===== config.mk =====
export PLATFORM = sky130hd
export DESIGN_NAME = seg_agu
export DESIGN_NICKNAME = d
export VERILOG_FILES = /design/src/rtl/seg_agu_pkg.sv /design/src/rtl/seg_desc_file.sv /design/src/rtl/seg_off_stage.sv /design/src/rtl/seg_chk_stage.sv /design/src/rtl/seg_agu.sv
export SDC_FILE = /design/constraint.sdc
export NUM_CORES = 1
export LEC_CHECK = 0
export CAP_MARGIN = 10
export CORE_ASPECT_RATIO = 1.75
export CORE_UTILIZATION = 40
export DETAILED_ROUTE_END_ITERATION = 12
export MAX_ROUTING_LAYER = met4
export PLACE_DENSITY_LB_ADDON = 0.08
export SKIP_CTS_REPAIR_TIMING = 1
export SLEW_MARGIN = 10
export SYNTH_ARGS = -nofsm -noshare
export SYNTH_HDL_FRONTEND = slang
export SYNTH_HIERARCHICAL = 1
export SYNTH_SLANG_ARGS = --single-unit
export TNS_END_PERCENT = 5

===== constraint.sdc =====
create_clock -name clk -period 22.3 [get_ports clk]
set_input_delay 4.46 -clock clk [delete_from_list [all_inputs] [get_ports clk]]
set_output_delay 4.46 -clock clk [all_outputs]
set_load 0.01 [all_outputs]

===== src/rtl/seg_agu_pkg.sv =====
package seg_agu_pkg;
  localparam int ADDR_W = 32;
  localparam int PL_W   = 2;

  typedef struct packed {
    logic [ADDR_W-1:0] base;
    logic [ADDR_W-1:0] limit;
    logic [PL_W-1:0]   dpl;
  } seg_desc_t;

  typedef enum logic [1:0] {
    DISP_NONE = 2'd0,
    DISP_B8   = 2'd1,
    DISP_W32  = 2'd2,
    DISP_W32B = 2'd3
  } disp_code_e;

  function automatic logic [ADDR_W-1:0] disp_extend(input logic [1:0] code,
                                                    input logic [ADDR_W-1:0] raw);
    logic [ADDR_W-1:0] r;
    case (disp_code_e'(code))
      DISP_NONE: r = '0;
      DISP_B8:   r = {{(ADDR_W-8){raw[7]}}, raw[7:0]};
      default:   r = raw;
    endcase
    return r;
  endfunction

  function automatic logic [2:0] size_bytes(input logic [1:0] code);
    logic [2:0] r;
    case (code)
      2'd0:    r = 3'd1;
      2'd1:    r = 3'd2;
      default: r = 3'd4;
    endcase
    return r;
  endfunction
endpackage


===== src/rtl/seg_desc_file.sv =====
module seg_desc_file
  import seg_agu_pkg::*;
#(
  parameter int IDX_W = 3
) (
  input  logic            clk,
  input  logic            we,
  input  logic [IDX_W:0]  waddr,
  input  seg_desc_t       wdata,
  input  logic            re,
  input  logic [IDX_W:0]  raddr,
  output seg_desc_t       rdata
);
  localparam int DEPTH = 1 << (IDX_W + 1);

  seg_desc_t mem [DEPTH];

  // Read-first synchronous port pair, no reset: maps onto a block RAM.
  always_ff @(posedge clk) begin
    if (we) mem[waddr] <= wdata;
    if (re) rdata <= mem[raddr];
  end
endmodule


===== src/rtl/seg_off_stage.sv =====
module seg_off_stage
  import seg_agu_pkg::*;
#(
  parameter int IDX_W = 3,
  parameter int SEL_W = 16
) (
  input  logic              clk,
  input  logic              rst,
  input  logic              req_valid,
  input  logic [ADDR_W-1:0] base_val,
  input  logic              base_en,
  input  logic [ADDR_W-1:0] index_val,
  input  logic              index_en,
  input  logic [1:0]        scale_code,
  input  logic [ADDR_W-1:0] disp_val,
  input  logic [1:0]        disp_code,
  input  logic [SEL_W-1:0]  sel,
  input  logic [PL_W-1:0]   cur_pl,
  input  logic [1:0]        acc_size,
  output logic              s1_valid,
  output logic [ADDR_W-1:0] s1_off,
  output logic [PL_W-1:0]   s1_eff_pl,
  output logic [2:0]        s1_size,
  output logic              s1_oob
);
  localparam int HI_W = SEL_W - 3 - IDX_W;

  logic [ADDR_W-1:0] base_term, index_term, disp_term, off_c;
  logic [PL_W-1:0]   rpl, eff_pl;
  logic              oob_c;

  assign base_term  = base_en  ? base_val : '0;
  assign index_term = index_en ? (index_val << scale_code) : '0;
  assign disp_term  = disp_extend(disp_code, disp_val);
  assign off_c      = base_term + index_term + disp_term;

  assign rpl    = sel[PL_W-1:0];
  assign eff_pl = (rpl > cur_pl) ? rpl : cur_pl;

  generate
    if (HI_W > 0) begin : g_hi
      assign oob_c = |sel[SEL_W-1:IDX_W+3];
    end else begin : g_nohi
      assign oob_c = 1'b0;
    end
  endgenerate

  always_ff @(posedge clk) begin
    if (rst) s1_valid <= 1'b0;
    else     s1_valid <= req_valid;
  end

  always_ff @(posedge clk) begin
    if (req_valid) begin
      s1_off    <= off_c;
      s1_eff_pl <= eff_pl;
      s1_size   <= size_bytes(acc_size);
      s1_oob    <= oob_c;
    end
  end
endmodule


===== src/rtl/seg_chk_stage.sv =====
module seg_chk_stage
  import seg_agu_pkg::*;
(
  input  logic              clk,
  input  logic              rst,
  input  logic              s1_valid,
  input  logic [ADDR_W-1:0] s1_off,
  input  logic [PL_W-1:0]   s1_eff_pl,
  input  logic [2:0]        s1_size,
  input  logic              s1_oob,
  input  seg_desc_t         desc,
  output logic              out_valid,
  output logic [ADDR_W-1:0] out_offset,
  output logic [ADDR_W-1:0] out_linear,
  output logic              out_lim_fault,
  output logic              out_priv_fault
);
  logic [ADDR_W:0] last_byte;
  logic            lim_c, priv_c;

  // One bit wider than the address so a run past 2^32 counts as a fault.
  assign last_byte = {1'b0, s1_off} + {{(ADDR_W-2){1'b0}}, s1_size} - 1'b1;
  assign lim_c     = s1_oob || (last_byte > {1'b0, desc.limit});
  assign priv_c    = s1_eff_pl > desc.dpl;

  always_ff @(posedge clk) begin
    if (rst) begin
      out_valid      <= 1'b0;
      out_lim_fault  <= 1'b0;
      out_priv_fault <= 1'b0;
    end else begin
      out_valid      <= s1_valid;
      out_lim_fault  <= s1_valid && lim_c;
      out_priv_fault <= s1_valid && priv_c;
    end
  end

  always_ff @(posedge clk) begin
    if (s1_valid) begin
      out_offset <= s1_off;
      out_linear <= desc.base + s1_off;
    end
  end
endmodule


===== src/rtl/seg_agu.sv =====
module seg_agu
  import seg_agu_pkg::*;
#(
  parameter int IDX_W = 3,
  parameter int SEL_W = 16
) (
  input  logic              clk,
  input  logic              rst,
  input  logic              req_valid,
  input  logic [31:0]       base_val,
  input  logic              base_en,
  input  logic [31:0]       index_val,
  input  logic              index_en,
  input  logic [1:0]        scale_code,
  input  logic [31:0]       disp_val,
  input  logic [1:0]        disp_code,
  input  logic [SEL_W-1:0]  sel,
  input  logic [1:0]        cur_pl,
  input  logic [1:0]        acc_size,
  input  logic              dsc_we,
  input  logic [IDX_W:0]    dsc_waddr,
  input  logic [31:0]       dsc_wbase,
  input  logic [31:0]       dsc_wlimit,
  input  logic [1:0]        dsc_wdpl,
  output logic              out_valid,
  output logic [31:0]       out_offset,
  output logic [31:0]       out_linear,
  output logic              out_lim_fault,
  output logic              out_priv_fault
);
  logic              s1_valid, s1_oob;
  logic [ADDR_W-1:0] s1_off;
  logic [PL_W-1:0]   s1_eff_pl;
  logic [2:0]        s1_size;
  seg_desc_t         wdesc, rdesc;
  logic [IDX_W:0]    raddr;

  assign wdesc = '{base: dsc_wbase, limit: dsc_wlimit, dpl: dsc_wdpl};
  assign raddr = {sel[2], sel[IDX_W+2:3]};

  seg_desc_file #(.IDX_W(IDX_W)) desc_i (
    .clk(clk), .we(dsc_we), .waddr(dsc_waddr), .wdata(wdesc),
    .re(req_valid), .raddr(raddr), .rdata(rdesc)
  );

  seg_off_stage #(.IDX_W(IDX_W), .SEL_W(SEL_W)) off_i (
    .clk(clk), .rst(rst), .req_valid(req_valid),
    .base_val(base_val), .base_en(base_en),
    .index_val(index_val), .index_en(index_en), .scale_code(scale_code),
    .disp_val(disp_val), .disp_code(disp_code),
    .sel(sel), .cur_pl(cur_pl), .acc_size(acc_size),
    .s1_valid(s1_valid), .s1_off(s1_off), .s1_eff_pl(s1_eff_pl),
    .s1_size(s1_size), .s1_oob(s1_oob)
  );

  seg_chk_stage chk_st_i (
    .clk(clk), .rst(rst),
    .s1_valid(s1_valid), .s1_off(s1_off), .s1_eff_pl(s1_eff_pl),
    .s1_size(s1_size), .s1_oob(s1_oob), .desc(rdesc),
    .out_valid(out_valid), .out_offset(out_offset), .out_linear(out_linear),
    .out_lim_fault(out_lim_fault), .out_priv_fault(out_priv_fault)
  );
endmodule


**Word-level counts from Yosys, hierarchy flattened**

Memories as Yosys holds them, arrays and structs flattened. A register that Yosys moved wholly into a read port is not among the register bits.
Cells that the tools add are included.
Widths: inputs -> output; s select.

- Memory bits (writable): 1,056
- Bits of input ports: 196
- Register bits: 106
- Word-level logic and storage cells: 35
- Memories: 1
- Output and inout bits: 67

Memories:

| name | depth | bits a word | read ports | clocked after Yosys merged registers in | write ports | RTL line | text |
|---|---|---|---|---|---|---|---|
| desc_i.mem | 16 | 66 | 1 | 1 | 1 | seg_desc_file.sv:16 | `seg_desc_t mem [DEPTH];` |

- Order comparisons: 3
- Add/subtract/negate cells: 5
- Eq/ne operators: 2
- Mux-type cells: 7
- Shift operators: 1
- Reductions and logical operators: 6

Operators by type and width:

| operator | number |
|---|---|
| $add 32x32->32 | 3 |
| $mux 32 | 2 |
| $pmux 32 s2 | 1 |
| $add 32x3->33 | 1 |
| $gt 33x32->1 | 1 |
| $sub 33x1->33 const B | 1 |
| $shl 32x2->32 | 1 |
| $reduce_or 10->1 | 1 |
| $pmux 3 s2 | 1 |
| $eq 2x1->1 const B | 2 |
| $gt 2x2->1 | 2 |
| $logic_not 2->1 | 2 |
| $logic_and 1x1->1 | 2 |
| $mux 1 | 2 |
| $mux 2 | 1 |
| $logic_or 1x1->1 | 1 |

**Longest topological paths before layout**

- Depth in word-level cells: 5
- Gate-level depth with buffers: 23
- Mapped depth without buffers: 23

**Hierarchy**

The synthesis kept the hierarchy.

By module, submodules not included:

| module | sequential area each (µm²) | cells an instance | times used | area an instance (µm²) |
|---|---|---|---|---|
| seg_desc_file | 33,692.3 | 1,698 | 1 | 41,462.3 |
| seg_chk_stage | 1,981.9 | 675 | 1 | 6,134.6 |
| seg_off_stage | 1,161.1 | 508 | 1 | 4,830.9 |

**Least setup slack after synthesis**

OpenSTA, ideal clock, no wires.

- Path kind: input to register
- Start point: in dsc_waddr[2]
- End point: mem desc_i/mem[0][0] (netlist name), enable pin
- Cell stages on the path: 2
- Slack: 12,271 ps
- Path buffers: 0
- Data arrival time: 9,457 ps
- Setup time: 572 ps
- Data required time: 21,728 ps
- Cells stage by stage: or3b_2 > nor3_1

RTL lines:

| element | RTL line | text |
|---|---|---|
| from (decl) | seg_agu.sv:21 | `input logic [IDX_W:0] dsc_waddr,` |
| to (decl) | seg_desc_file.sv:16 |  |

Straight into the memory's write port.

**Worst setup path after layout**

- Start point: in disp_code[1]
- End point: reg off_i.s1_off[25] (data pin)

- Cells in the longest elaborated chain, start to end: 3
- Elaborated cells on any way between the ends: 4
- Those cells by class: 1 x add/sub; 1 x eq/ne; 1 x mux; 1 x reduce/logical

Ends and longest elaborated chain:

| element | RTL line | text |
|---|---|---|
| from (decl) | seg_agu.sv:16 | `input logic [1:0] disp_code,` |
| $eq 2x1->1 or $logic_not 2->1 (tied branches) | seg_agu_pkg.sv:21 | `case (disp_code_e'(code))` |
| $pmux 32 s2 * | seg_agu_pkg.sv:21 |  |
| $add 32x32->32 * | seg_off_stage.sv:35 | `assign off_c = base_term + index_term + disp_term;` |
| via off_i.off_c[25] | seg_off_stage.sv:28 | `logic [ADDR_W-1:0] base_term, index_term, disp_term, off_c;` |
| to (signal assigned) | seg_off_stage.sv:55 | `s1_off <= off_c;` |
| to (decl) | seg_off_stage.sv:21 | `output logic [ADDR_W-1:0] s1_off,` |

The timed path passes the listed nets; every way through them passes the cells marked *.
A chain may end at the register's enable or synchronous reset.

==> results.tsv <==
stage	metric	value	unit
worst_setup_path	Crit Reg-Reg Endpoint	chk_st_i/out_lim_fault	
logic_synthesis	#FFs+latches synth	1228	
clocking	Num CTS Buffers	110	
clocking	Longest Clk Path Bufs	3	
sta	Least-Margin Pin Slew	1.14	ns
place	DP HPWL	77.2	mm
finish	fin area	60800	um2
sta	total negative slack	0	ns
finish	ratio of cells with drive above 1 in the final layout	16.8	%
logic_synthesis	Gate Count Post-Synth	2881	
worst_setup_path	Buf/Inv on CP	1	
global_routing	Overall Global Routing Usage	21.6	%
global_routing	initial antenna violation count	17	
finish	FILL cells	11000	
sta	final setup vio count	0	
logic_synthesis	syn_nets	3243	
worst_setup_path	max incr delay on CP	0.93	ns
sta	clk_skew	0.0222	ns
finish	multi-input logic area	14600	um2
floorplanning	Die Area	133000	um2
floorplanning	Initial Util	40.3	%
worst_setup_path	cell count along the critical path	13	
worst_setup_path	crit path to	off_i/s1_off[25]	
sta	final hold slack	0.527	ns
clocking	Root Buffer	clkbuf_16	
logic_synthesis	share of the synthesized area in the top cell type	70.1	%
finish	nets	3556	
floorplanning	IO Pins	263	
logic_synthesis	async set-reset flop share out of synthesis	0	%
finish	Final Util	46.7	%
logic_synthesis	mapped cell area	52400	um2
worst_setup_path	RR Startpoint	off_i/s1_off[1]	
worst_setup_path	Reg2Reg Setup Slack	16.15	ns
finish	most frequent cells in the layout	edfxtp_1, mux4_2, clkdlybuf4s50_1	
worst_setup_path	crit path max fanout	26	
run	max_cap viols	0	
worst_setup_path	crit-path leading delay family	compound AO/OA/AOI/OAI gates	
global_routing	global-route wire length before repair	200	mm
routing	DRC viols	0	
clocking	Worst-path clk slew	0.07	ns
logic_synthesis	prevailing post-synth register cell	edfxtp_1	
worst_setup_path	kind of critical path	in2reg	
worst_setup_path	CP required	22.77	ns
pwr	Pwr Total	5.67	mW
clocking	clock network latency to the later pin of the worst-skew pair	0.72	ns
logic_synthesis	cell taking the most area after synthesis	edfxtp_1	
finish	FF+latch area	36800	um2
worst_setup_path	Worst setup EP type	register	
pwr	P_leak	20.5	nW
floorplanning	Die H	481	um
sta	crit share post-route	39.0	%
worst_setup_path	crit path from	disp_code[1]	
worst_setup_path	worst reg-to-reg path cell count	23	
pwr	VDD IR max	0.0000645	V
finish	commonest non-fill, non-tap cell in the layout	edfxtp_1	
worst_setup_path	critical path's slowest cell	clkdlybuf4s50_1	
place	Area after DPL	57100	um2
clocking	CTS tree	done	
floorplanning	Rows	175	
worst_setup_path	startpoint types	input port	
floorplanning	core area	130000	um2
sta	Max Clk Rate	115	MHz
logic_synthesis	register area share after synthesis	70.3	%
finish	synth-to-layout area growth	15.9	%
logic_synthesis	Post-synth EDFFs	1224	
min_path	worst hold path class	reg2reg	
worst_setup_path	worst path arrival time	9.16	ns
routing	Vias/cell	5.59	
floorplanning	die width	276	um
routing	Avg WL per Cell	27.6	um
routing	drt first pass iters	5	
routing	Via Count	27900	
routing	Post-DRT Antenna Nets	0	
worst_setup_path	CP cell instances	clkdlybuf4s50_1 -> or2_2 -> and2_1 -> fa_1 -> ha_1 -> fa_1 -> a21o_1 -> a221o_1 -> a21oi_1 -> o31ai_1 -> a21oi_1 -> o21ai_1 -> xor2_1	
logic_synthesis	yosys warns	6	
logic_synthesis	Yosys cell types	73	
clocking	# H-tree levels	3	
place	IO buf count	262	
global_routing	vias in the first global route	30100	
sta	Final Hold Fails	0	
routing	final WL	138	mm
global_routing	largest net degree at the start of global routing	102	
sta	Worst slew margin	23.8	%
logic_synthesis	Area contributors post-synth	edfxtp_1, mux4_2, ha_1	
routing	initial DRC count	1976	
clocking	CTS Sinks	1228	
pwr	pwr dens	93.3	nW/um2
sta	fin. max-slew vios	0	
status	status	complete, no violations	
sta	crit path time final	8.69	ns
sta	unrepaired setup endpoints after global routing	no	
place	routability cong.	0.893	
logic_synthesis	Avg Cell Area, Syn	18.2	um2
global_routing	total gr overflow	0	
==> state kept, by name, indices dropped and copies added (netlist names) <==
name / cells
off_i/s1_off: 32
chk_st_i/out_offset: 32
chk_st_i/out_linear: 32
chk_st_i/out_priv_fault: 1
desc_i/rdata: 66
desc_i/mem: 1056
chk_st_i/out_valid: 1
off_i/s1_eff_pl: 2
off_i/s1_size: 3
chk_st_i/out_lim_fault: 1
off_i/s1_oob: 1
off_i/s1_valid: 1
==> through the flow <==
step | cells | worst slack [ns]
after detailed placement | 4763 | 12.93
after floorplan | 2881 | 12.27
final | 4986 | 13.61
after CTS | 4969 | 13.71
after global placement | 4763 | 12.96
after global routing | 4986 | 13.44
==> synth_stat cells, types with 6 or more instances <==
cell and instances:
a21oi_1 115, buf_6 8, nand3_1 17, mux4_2 292
nor3_1 15, nand2_1 198, a21o_1 35, buf_1 8
and2_1 12, or3_1 6, nor2b_1 14, nand2b_1 19
edfxtp_1 1224, buf_4 16, inv_1 159, fa_1 34
buf_2 13, nor2_1 73, xor2_1 23, and3_1 8
o21a_1 16, o211ai_1 10, a211o_1 6, ha_1 132
xnor2_1 54, a211oi_1 12, a31oi_1 11, o31ai_1 6
nand4_1 10, a22oi_1 132, clkbuf_1 68, o21ai_0 50
o21bai_1 8
==> how the worst min path moves through the flow <==
stage / cells after the start / to / from / slack (ns)
4_1_cts: 0 / chk_st_i/out_offset[1] / off_i/s1_off[1] / 0.53
3_5_place_dp: 0 / chk_st_i/out_offset[1] / off_i/s1_off[1] / 0.50
5_1_grt: 0 / chk_st_i/out_offset[1] / off_i/s1_off[1] / 0.55
6_report: 0 / chk_st_i/out_offset[1] / off_i/s1_off[1] / 0.53
3_3_place_gp: 0 / chk_st_i/out_offset[1] / off_i/s1_off[1] / 0.50
2_1_floorplan: 0 / chk_st_i/out_offset[0] / off_i/s1_off[0] / 0.46
==> layout make-up <==
cell class,count,area share [%]
inverter,159,0.982
tap,1681,3.46
multi-input combinational,1381,24.0
sequential,1228,60.6
clock buffer,140,4.77
timing repair buffer,314,4.98
clock inverter,66,1.13
antenna,17,0.0700
==> layer usage <==
layer,track usage (%),part of all wire (%)
met1,27.2,42
met2,36.0,50
met3,3.12,4.7
met4,6.26,2.6
met5,-,0
==> logic make-up after synthesis <==
kind of cell | Yosys count | synth area share (%)
flops | 1228 | 70.3
compound gates | 445 | 5.72
simple gates | 395 | 3.41
mux | 298 | 12.7
buf+inv | 272 | 2.21
fa+ha+maj | 166 | 4.45
xor+xnor | 77 | 1.29
==> power by group <==
group	total [mW]	internal (mW)	switching (mW)
combinational	1.04	0.439	0.600
sequential	2.72	2.66	0.0582
clock	1.91	1.06	0.850
Note: power is estimated with default switching activity, not from simulation.
